### src/rtl/symfix_pkg.sv
// Shared definitions for the packed-symbol error applier.
// Assumes 12-bit symbols and byte-wide buffer access.
package symfix_pkg;
    localparam int SYM_W  = 12;
    localparam int BYTE_W = 8;

    // Sequencer phases: read and write for the first byte, then the second.
    typedef enum logic [2:0] {
        PH_IDLE = 3'd0,
        PH_RD0  = 3'd1,
        PH_WR0  = 3'd2,
        PH_RD1  = 3'd3,
        PH_WR1  = 3'd4
    } phase_t;
endpackage

### src/rtl/symfix_syn_unpack.sv
// Splits packed syndrome words into 12-bit syndromes and extracts the
// correction-needed flag. Purely combinational; assumes two syndromes per
// 32-bit word in bits 11:0 and 27:16.
module symfix_syn_unpack #(
    parameter int WORDS = 4,
    parameter int FLAG_BIT = 18
) (
    input  logic [32*WORDS-1:0]                   syn_words,
    input  logic [31:0]                           ecc_status,
    output logic [2*WORDS*symfix_pkg::SYM_W-1:0]  syn_flat,
    output logic                                  need_fix
);
    import symfix_pkg::*;

    logic [2*WORDS-1:0] spare_hi;
    logic               unused_bits;

    // One word yields two syndromes.
    for (genvar k = 0; k < WORDS; k++) begin : g_word
        assign syn_flat[(2*k)*SYM_W +: SYM_W]   = syn_words[32*k +: SYM_W];
        assign syn_flat[(2*k+1)*SYM_W +: SYM_W] = syn_words[32*k+16 +: SYM_W];
        assign spare_hi[2*k]   = ^syn_words[32*k+12 +: 4];
        assign spare_hi[2*k+1] = ^syn_words[32*k+28 +: 4];
    end

    // Status flag pick-off.
    assign need_fix = ecc_status[FLAG_BIT];

    // Bits that carry no syndrome information are folded away.
    assign unused_bits = ^{spare_hi, ecc_status};
endmodule

### src/rtl/symfix_pos_map.sv
// Maps a symbol position and pattern to byte addresses and XOR masks.
// Assumes the data and spare areas share one flat byte address space, so
// the same odd/even formula covers the straddle and the spare area.
module symfix_pos_map #(
    parameter int ADDR_W  = 12,
    parameter int MAX_POS = 1374
) (
    input  logic [symfix_pkg::SYM_W-1:0] pos,
    input  logic [symfix_pkg::SYM_W-1:0] pat,
    output logic                         bad,
    output logic                         two,
    output logic [ADDR_W-1:0]            addr0,
    output logic [ADDR_W-1:0]            addr1,
    output logic [symfix_pkg::BYTE_W-1:0] mask0,
    output logic [symfix_pkg::BYTE_W-1:0] mask1
);
    import symfix_pkg::*;

    logic [SYM_W+1:0] triple;
    logic [SYM_W:0]   half;
    logic             at_zero;

    // Byte offset of the symbol: floor(3p/2).
    always_comb begin
        triple = {2'b00, pos} + {1'b0, pos, 1'b0};
        half   = triple[SYM_W+1:1];
    end

    // Select the byte pair and masks for the symbol's alignment.
    always_comb begin
        at_zero = (pos == '0);
        bad     = (32'(pos) > MAX_POS) || (at_zero && (pat[11:8] != 4'h0));
        two     = !at_zero;
        if (at_zero) begin
            addr0 = '0;
            addr1 = '0;
            mask0 = pat[7:0];
            mask1 = '0;
        end else if (pos[0]) begin
            addr0 = ADDR_W'(half);
            addr1 = ADDR_W'(half + 1'b1);
            mask0 = pat[11:4];
            mask1 = {pat[3:0], 4'h0};
        end else begin
            addr0 = ADDR_W'(half - 1'b1);
            addr1 = ADDR_W'(half);
            mask0 = {4'h0, pat[11:8]};
            mask1 = pat[7:0];
        end
    end
endmodule

### src/rtl/symfix_seq.sv
// Accepts reports, runs read-then-write updates on the buffer port and
// tracks page failure and counters. Assumes the RAM returns read data one
// cycle after the read strobe.
module symfix_seq #(
    parameter int ADDR_W = 12,
    parameter int CNT_W  = 16
) (
    input  logic                          clk,
    input  logic                          rst_n,
    input  logic                          page_start,
    input  logic                          rpt_valid,
    output logic                          rpt_ready,
    input  logic                          map_bad,
    input  logic                          map_two,
    input  logic [ADDR_W-1:0]             map_a0,
    input  logic [ADDR_W-1:0]             map_a1,
    input  logic [symfix_pkg::BYTE_W-1:0] map_m0,
    input  logic [symfix_pkg::BYTE_W-1:0] map_m1,
    output logic [ADDR_W-1:0]             mem_addr,
    output logic                          mem_rd_en,
    output logic                          mem_wr_en,
    output logic [symfix_pkg::BYTE_W-1:0] mem_wdata,
    input  logic [symfix_pkg::BYTE_W-1:0] mem_rdata,
    output logic                          page_fail,
    output logic [CNT_W-1:0]              fixed_count,
    output logic [CNT_W-1:0]              fail_count
);
    import symfix_pkg::*;

    phase_t              phase;
    logic                two_q;
    logic [ADDR_W-1:0]   a0_q, a1_q;
    logic [BYTE_W-1:0]   m0_q, m1_q;
    logic                take;
    logic                live_fail;

    // Handshake and the failure state as seen by a report this cycle.
    always_comb begin
        rpt_ready = (phase == PH_IDLE);
        take      = rpt_valid && rpt_ready;
        live_fail = page_fail && !page_start;
    end

    // Phase machine, captured plan, page flag and counters.
    always_ff @(posedge clk) begin
        if (!rst_n) begin
            phase       <= PH_IDLE;
            two_q       <= 1'b0;
            a0_q        <= '0;
            a1_q        <= '0;
            m0_q        <= '0;
            m1_q        <= '0;
            page_fail   <= 1'b0;
            fixed_count <= '0;
            fail_count  <= '0;
        end else begin
            if (page_start) page_fail <= 1'b0;
            unique case (phase)
                PH_IDLE: begin
                    if (take) begin
                        if (map_bad) begin
                            page_fail <= 1'b1;
                            if (!live_fail) fail_count <= fail_count + 1'b1;
                        end else if (!live_fail) begin
                            phase       <= PH_RD0;
                            two_q       <= map_two;
                            a0_q        <= map_a0;
                            a1_q        <= map_a1;
                            m0_q        <= map_m0;
                            m1_q        <= map_m1;
                            fixed_count <= fixed_count + 1'b1;
                        end
                    end
                end
                PH_RD0:  phase <= PH_WR0;
                PH_WR0:  phase <= two_q ? PH_RD1 : PH_IDLE;
                PH_RD1:  phase <= PH_WR1;
                PH_WR1:  phase <= PH_IDLE;
                default: phase <= PH_IDLE;
            endcase
        end
    end

    // RAM port drive from the current phase.
    always_comb begin
        mem_rd_en = (phase == PH_RD0) || (phase == PH_RD1);
        mem_wr_en = (phase == PH_WR0) || (phase == PH_WR1);
        mem_addr  = ((phase == PH_RD0) || (phase == PH_WR0)) ? a0_q : a1_q;
        mem_wdata = mem_rdata ^ ((phase == PH_WR0) ? m0_q : m1_q);
    end

    // a write always follows a read of the same address.
    assert_rmw_pairing_R11: assert property (@(posedge clk) disable iff (!rst_n)
        mem_wr_en |-> ($past(mem_rd_en) && (mem_addr == $past(mem_addr))));

    // the port never reads and writes together.
    assert_port_exclusive_R11: assert property (@(posedge clk) disable iff (!rst_n)
        !(mem_rd_en && mem_wr_en));

    // a failed page sees no buffer writes.
    assert_no_write_failed_R9: assert property (@(posedge clk) disable iff (!rst_n)
        page_fail |-> !mem_wr_en);

    // a new applied count is accompanied by the start of an update.
    assert_count_has_update_R10: assert property (@(posedge clk) disable iff (!rst_n)
        (fixed_count != $past(fixed_count)) |-> (mem_rd_en && !rpt_ready));

    // the failed-page count only moves when the page flag is set.
    assert_failcount_flag_R10: assert property (@(posedge clk) disable iff (!rst_n)
        (fail_count != $past(fail_count)) |-> page_fail);
endmodule

### src/rtl/symfix_applier.sv
// Top of the packed-symbol error applier: syndrome unpacking, position to
// byte mapping and the read-modify-write sequencer. Assumes a buffer of
// DATA_BYTES data bytes followed by SPARE_BYTES spare bytes.
module symfix_applier #(
    parameter int DATA_BYTES  = 2048,
    parameter int SPARE_BYTES = 64,
    parameter int MAX_POS     = 1374,
    parameter int SYN_WORDS   = 4,
    parameter int CNT_W       = 16
) (
    input  logic                                   clk,
    input  logic                                   rst_n,
    input  logic [31:0]                            ecc_status,
    output logic                                   need_fix,
    input  logic [32*SYN_WORDS-1:0]                syn_words,
    output logic [2*SYN_WORDS*symfix_pkg::SYM_W-1:0] syn_flat,
    input  logic                                   page_start,
    input  logic                                   rpt_valid,
    output logic                                   rpt_ready,
    input  logic [symfix_pkg::SYM_W-1:0]           rpt_pos,
    input  logic [symfix_pkg::SYM_W-1:0]           rpt_pat,
    output logic [$clog2(DATA_BYTES+SPARE_BYTES)-1:0] mem_addr,
    output logic                                   mem_rd_en,
    output logic                                   mem_wr_en,
    output logic [symfix_pkg::BYTE_W-1:0]          mem_wdata,
    input  logic [symfix_pkg::BYTE_W-1:0]          mem_rdata,
    output logic                                   page_fail,
    output logic [CNT_W-1:0]                       fixed_count,
    output logic [CNT_W-1:0]                       fail_count
);
    import symfix_pkg::*;

    localparam int ADDR_W = $clog2(DATA_BYTES + SPARE_BYTES);

    logic              map_bad, map_two;
    logic [ADDR_W-1:0] map_a0, map_a1;
    logic [BYTE_W-1:0] map_m0, map_m1;

    symfix_syn_unpack #(.WORDS(SYN_WORDS), .FLAG_BIT(18)) u_unpack (
        .syn_words (syn_words),
        .ecc_status(ecc_status),
        .syn_flat  (syn_flat),
        .need_fix  (need_fix)
    );

    symfix_pos_map #(.ADDR_W(ADDR_W), .MAX_POS(MAX_POS)) u_map (
        .pos  (rpt_pos),
        .pat  (rpt_pat),
        .bad  (map_bad),
        .two  (map_two),
        .addr0(map_a0),
        .addr1(map_a1),
        .mask0(map_m0),
        .mask1(map_m1)
    );

    symfix_seq #(.ADDR_W(ADDR_W), .CNT_W(CNT_W)) u_seq (
        .clk        (clk),
        .rst_n      (rst_n),
        .page_start (page_start),
        .rpt_valid  (rpt_valid),
        .rpt_ready  (rpt_ready),
        .map_bad    (map_bad),
        .map_two    (map_two),
        .map_a0     (map_a0),
        .map_a1     (map_a1),
        .map_m0     (map_m0),
        .map_m1     (map_m1),
        .mem_addr   (mem_addr),
        .mem_rd_en  (mem_rd_en),
        .mem_wr_en  (mem_wr_en),
        .mem_wdata  (mem_wdata),
        .mem_rdata  (mem_rdata),
        .page_fail  (page_fail),
        .fixed_count(fixed_count),
        .fail_count (fail_count)
    );
endmodule

### config.mk
export PLATFORM = sky130hd
export DESIGN_NAME = symfix_applier
export DESIGN_NICKNAME = d
export VERILOG_FILES = /design/src/rtl/symfix_pkg.sv /design/src/rtl/symfix_syn_unpack.sv /design/src/rtl/symfix_pos_map.sv /design/src/rtl/symfix_seq.sv /design/src/rtl/symfix_applier.sv
export SDC_FILE = /design/constraint.sdc
export NUM_CORES = 1
export LEC_CHECK = 0
export BUFFER_PORTS_ARGS = -buffer_cell sky130_fd_sc_hd__buf_2
export CELL_PAD_IN_SITES_DETAIL_PLACEMENT = 2
export CELL_PAD_IN_SITES_GLOBAL_PLACEMENT = 2
export CORE_MARGIN = 1
export CORE_UTILIZATION = 21
export CTS_BUF_LIST = sky130_fd_sc_hd__clkbuf_2 sky130_fd_sc_hd__clkbuf_4 sky130_fd_sc_hd__clkbuf_8
export DETAILED_ROUTE_END_ITERATION = 6
export GPL_TIMING_DRIVEN = 0
export PLACE_DENSITY_LB_ADDON = 0.1
export SETUP_SLACK_MARGIN = 0.5
export SLEW_MARGIN = 0
export SYNTH_ARGS = -nofsm -noshare
export SYNTH_HDL_FRONTEND = slang
export SYNTH_SLANG_ARGS = --single-unit
### constraint.sdc
create_clock -name clk -period 2.9 [get_ports clk]
set_input_delay 0.435 -clock clk [delete_from_list [all_inputs] [get_ports clk]]
set_output_delay 0.435 -clock clk [all_outputs]
set_load 0.02 [all_outputs]
### After elaboration in Yosys (flattened, before gate mapping)

Index checks and enable logic that the tools add are counted.

| cells by class | value |
|---|---|
| add/sub/neg operators | 5 |
| bitwise operators | 3 |
| muxes and demuxes | 19 |
| $lt $le $gt $ge | 1 |
| equal/unequal tests | 7 |
| reductions and logical operators | 15 |

Operator list:

| operator | number |
|---|---|
| 12-bit two-way mux | 5 |
| 8-bit two-way mux | 5 |
| 16-bit by 1-bit adder with 16-bit output, second input constant | 2 |
| 12-bit by 13-bit adder with 13-bit output | 1 |
| 12-bit by 1-bit adder with 12-bit output, second input constant | 1 |
| 12-bit by 11-bit > comparator with 1-bit output, second input constant | 1 |
| 12-bit logical NOT | 1 |
| 3-bit case mux with 4 select lines | 1 |
| 12-bit by 1-bit subtractor with 12-bit output, second input constant | 1 |
| 3-bit two-way mux | 3 |
| 4-bit AND reduction | 2 |
| 8-bit XOR | 1 |
| 3-bit by 2-bit == test with 1-bit output, second input constant | 2 |
| 1-bit logical OR | 4 |
| 1-bit two-way mux | 4 |
| 2-bit inequality test, second input constant | 2 |
| 4-bit nonzero test | 1 |
| 3-bit by 1-bit == test with 1-bit output, second input constant | 1 |
| 3-bit == test, second input constant | 1 |
| 1-bit logical AND | 3 |
| 3-bit logical NOT | 1 |
| 3-bit AND reduction | 1 |
| 1-bit logical NOT | 2 |
| 2-bit two-way mux | 1 |
| 2 further kinds | 3 |

| storage, ports and cells | value |
|---|---|
| output and inout port bits | 153 |
| register bits | 77 |
| input port bits | 196 |
| logic and storage cells | 59 |

### Depth between registers and ports, before layout

| logic depth | value |
|---|---|
| depth after elaboration | 6 |
| depth in mapped cells | 13 |
| gate-level depth less buffers | 10 |

### By module

From an unflattened synthesis, not the netlist that was laid out.

| second synthesis, totals | value |
|---|---|
| cell total of the unflattened synthesis | 762 |
| area, all modules | 5952.0 sq um |

Modules (own cells, without submodules):

| module | times used | area each (sq um) | cells each | sequential area each (sq um) |
|---|---|---|---|---|
| symfix_seq | 1 | 3437.0 | 412 | 1541.5 |
| symfix_pos_map | 1 | 1786.7 | 253 | 0.0 |
| symfix_syn_unpack | 1 | 728.2 | 97 | 0.0 |

### Worst setup path before layout

No wires, ideal clock.

| timing path | value |
|---|---|
| path kind | input-to-reg |
| start | input rpt_pos[0] in the netlist's numbering |
| end | register u_seq.a0_q[11] |
| data arrival time | 3.052 ns |
| stages | 8 |
| path slack | -0.214 ns |
| buffers on the path | 2 |
| data required time | 2.838 ns |
| library setup time | 0.062 ns |
| cell sequence | clkbuf_1 > clkbuf_1 > inv_1 > ha_1 > or4_1 > or4_1 > or4_1 > nand3_1 |

| on the way | value |
|---|---|
| cells in the longest elaborated chain, start to end | 5 |
| elaborated cells between the ends (all ways) | 10 |
| those cells by class | 2 x add/sub; 1 x order compare; 2 x mux; 1 x bitwise; 4 x reduce/logical |

Ends and longest elaborated chain:

| item | RTL line | RTL |
|---|---|---|
| from (decl) | symfix_applier.sv:20 | `input logic [symfix_pkg::SYM_W-1:0] rpt_pos,` |
| parallel branches: the longest is 5 deep, another holds 12-bit by 13-bit adder with 13-bit output | - |  |
| to (signal assigned) | symfix_seq.sv:67 | `a0_q <= map_a0;` |
| to (decl) | symfix_seq.sv:32 | `logic [ADDR_W-1:0] a0_q, a1_q;` |

Several ways; the timed one is not identified.
A chain may end at the register's enable or synchronous reset.

### Worst setup path after layout

| timing path | value |
|---|---|
| start | input rpt_pos[1] in the netlist's numbering |
| end | register u_seq.a0_q[11] |

The elaborated chain is that of the path after synthesis.

==> flow_summary.yaml <==
route:
  ant_nets: 0
  first_pass_iters: 7
  drt_iter0_markers: 138
  drc_errors: 13
  vias_per_cell: 4.51
  wl_per_cell_um: 16.5
  via_count: 5726
  routed_wl_um: 20900
timing:
  finClkSkew_ns: 0.0145
  fin_crit_ns: 2.57
  rsz0062_at_grt: "true"
  finalSetupViolCount: 0
  final_max_slew_viol_count: 0
  hold_viol_final: 0
  finalCritPeriodShare_pct: 88.5
  tightestPinTransition_ns: 0.801
  setup_tns_ns: 0
  fin_ws_ns: 0.334
  fmaxAchievable_mhz: 390
  slew_headroom_pct: 46.4
logic_synthesis:
  yosysWarnings: 0
  synthTopCellsByArea: "dfxtp_1 27%, buf_4 13%, ha_1 5.9%"
  synth-seq-cells: 77
  synth.largest_area_cell: "dfxtp_1"
  avgSynthCellArea_um2: 8.18
  yosysSeqAreaShare_pct: 27.1
  ys_async_sr_fraction_pct: 0
  synth_edf_count: 0
  syn_area_mm2: 0.00568
  synth_cells: 694
  ys.flop_type: "dfxtp_1"
  synth.top_cell.area_share_pct: 27.1
  syn_nets: 918
  synth_cell_types: 65
grt:
  grt_pass1_wl_um: 33000
  grt_pass1_vias: 6033
  overflow: 0
  grtUsageTotal_pct: 14.8
  antenna_found_initial: 0
  grt_max_degree: 14
final_layout:
  drive_gt1_share_pct: 48.9
  fin_nets: 1153
  utilization_pct: 31.7
  areaGrowthSynthToFinish_pct: 46.7
  fin_cells: 1269
  n_antenna_cell: 0
worst_setup_path:
  regToRegSetupSlack_ns: 0.69
  crit_start: "rpt_pos[1]"
  cp_slowest_cell: "or4_1"
  cp_max_fo: 5
  timing.rr.start: "u_seq.phase[1]$_SDFFE_PN0P_"
  crit_required_ns: 3.22
  critical_path_class: "in -> reg"
  cp-start-kind: "input port"
  cp_slowest_stage_delay_ns: 0.55
  cp_cell_sequence: "buf_12 -> ha_4 -> fa_2 -> a21o_4 -> a22o_4 -> o32a_1 -> o22ai_2 -> o211ai_1 -> or4_1 -> nand3_1"
  worstSetupEndpointType: "register"
  crit_arrival_ns: 2.89
power:
  p_per_area_mw_per_mm2: 397
  peakVddDrop_v: 0.000169
  leakage_nw: 3.65
die:
  num_rows: 59
  dieArea_mm2: 0.0277
  die_y_um: 166
  initial_core_util_pct: 21.6
  coreArea_mm2: 0.0263
  die_w_um: 166
  ios: 349
run_status:
  failed_checks: "DRC"
  status: "finished, violations left"
clock_network:
  cts_buffers: 9
  clk_pin_slew_ns: 0.09
  cts_max_level: 3
  cts_buffer_depth: 2
  clock-root-buffer: "clkbuf_8"
  tritoncts: "done"
  clock_sinks: 77
  worstSkewPairLatency_ns: 0.38
worst_hold_path:
  hold_start: "rpt_pat[6]"
  hp-class: "in -> reg"
placed_design:
  place_ws_ns: -0.572
  gp_congestion: 0.720
  place_hpwl_um: 16000
  dp.cells: 1217
  numPortBuffers: 188
job:
  cap_viol_max_count: 0
metal layers:
layer / GRT usage [%] / routed length, um / share of wire, %
met3: 3.04 / 767 / 3.7
met5: 0 / 0 / 0
met4: 1.57 / 73 / 0.35
met2: 27.0 / 10700 / 51
met1: 18.3 / 9360 / 45
final timing paths:
kind                                                      endpoint  cells past startpoint
worst max-delay path                   u_seq.a0_q[11]$_SDFFE_PN0P_                     10
worst min-delay path                    u_seq.m0_q[6]$_SDFFE_PN0P_                      3
worst max register to register  u_seq.fixed_count[14]$_SDFFE_PN0P_                      9
worst min register to register          u_seq.m0_q[2]$_SDFFE_PN0P_                      2
layout by cell type (no fill, tap or decap), drive strengths merged, types with 6 or more instances in the layout:
cell	instances
a2111oi	6
a21oi	40
a22o	9
and3	11
and4	6
buf	331
clkbuf	33
dfxtp	77
ha	27
inv	20
mux2	12
mux2i	20
nand2	57
nand3	33
nand4	7
nor2	64
nor3	16
nor4	13
o211ai	7
o21ai	11
or3	6
xnor2	37
xor2	22
state kept, by name, summed over array words and instances, names as in the netlist:
name	flops
u_seq.m0_q	8
u_seq.a1_q	12
u_seq.phase	3
u_seq.a0_q	12
u_seq.two_q	1
u_seq.fixed_count	16
u_seq.m1_q	8
u_seq.fail_count	16
u_seq.page_fail	1
cell usage after synthesis, types with 2 or more instances:
master,n
buf_4,97
dfxtp_1,77
nor2_1,64
nand2_1,57
a21oi_1,40
xnor2_1,36
nand3_1,33
ha_1,27
clkbuf_1,24
xor2_1,22
mux2i_1,20
inv_1,19
nor3_1,14
nor4_1,13
mux2_2,12
and3_1,11
o21ai_0,10
a22o_1,9
o211ai_1,7
and4_1,6
nand4_1,6
or3_1,6
a211o_1,5
a21o_1,5
a311oi_1,5
nand2b_1,5
or4_1,5
a2111oi_0,4
a211oi_1,4
buf_1,4
buf_2,4
o31a_1,3
or2_2,3
and2_1,2
nand3b_1,2
nor2b_1,2
nor3_2,2
o41ai_2,2
cell type report:
type | count | area, um^2
fillers | 3011 | 18000
multi-input cells | 467 | 3810
flip-flops and latches | 77 | 1540
repair buffers | 224 | 1300
plain buffers | 129 | 952
well taps | 335 | 419
clock buffers | 11 | 139
clock inverters | 5 | 85.1
inverters | 21 | 78.8
logic make-up (layout without fill, tap and decap cells):
group | Yosys count | after routing | share of synthesized area, %
xor gates and xnor gates | 59 | 59 | 9.43
AOI/OAI and AO/OA | 110 | 110 | 14.0
buffers and inverters | 150 | 390 | 16.4
muxes | 32 | 32 | 5.90
and+or+nand+nor | 238 | 238 | 20.8
adders and majority gates | 28 | 28 | 6.30
DFF | 77 | 77 | 27.1
repair_timing:
action | in CTS | in global routing
buffers inserted | 15 | 20
endpoints found under the setup margin | 92 | 50
cloned | 0 | 1
hold buffers | 0 | 0
endpoints found under the hold margin | 0 | 0
pin swaps | 18 | 21
resized for setup | 71 | 80
report_power, final:
part / internal, W / switching [W] / leakage (nW)
logic: 0.000553 / 0.000660 / 2.91
registers: 0.00110 / 0.0000299 / 0.626
clock network: 0.000508 / 0.000455 / 0.111
critical path, delay by kind of cell:
family                     cells  cell delay (ns)
AOI/OAI and AO/OA              5             1.10
adders and majority gates      2             0.59
buffers and inverters          1             0.11
and+or+nand+nor                2             0.65
metrics by stage:
stage               total power (W)  hold WS (ns)  instance area (um^2)
floorplan                   0.00186         0.420                  5880
global placement            0.00215         0.440                  7240
detailed placement          0.00216         0.452                  7240
CTS                         0.00324         0.317                  7880
global route                0.00351         0.325                  8330
finish                      0.00331         0.342                  8330
No activity file was read; power rests on OpenSTA's default activity.
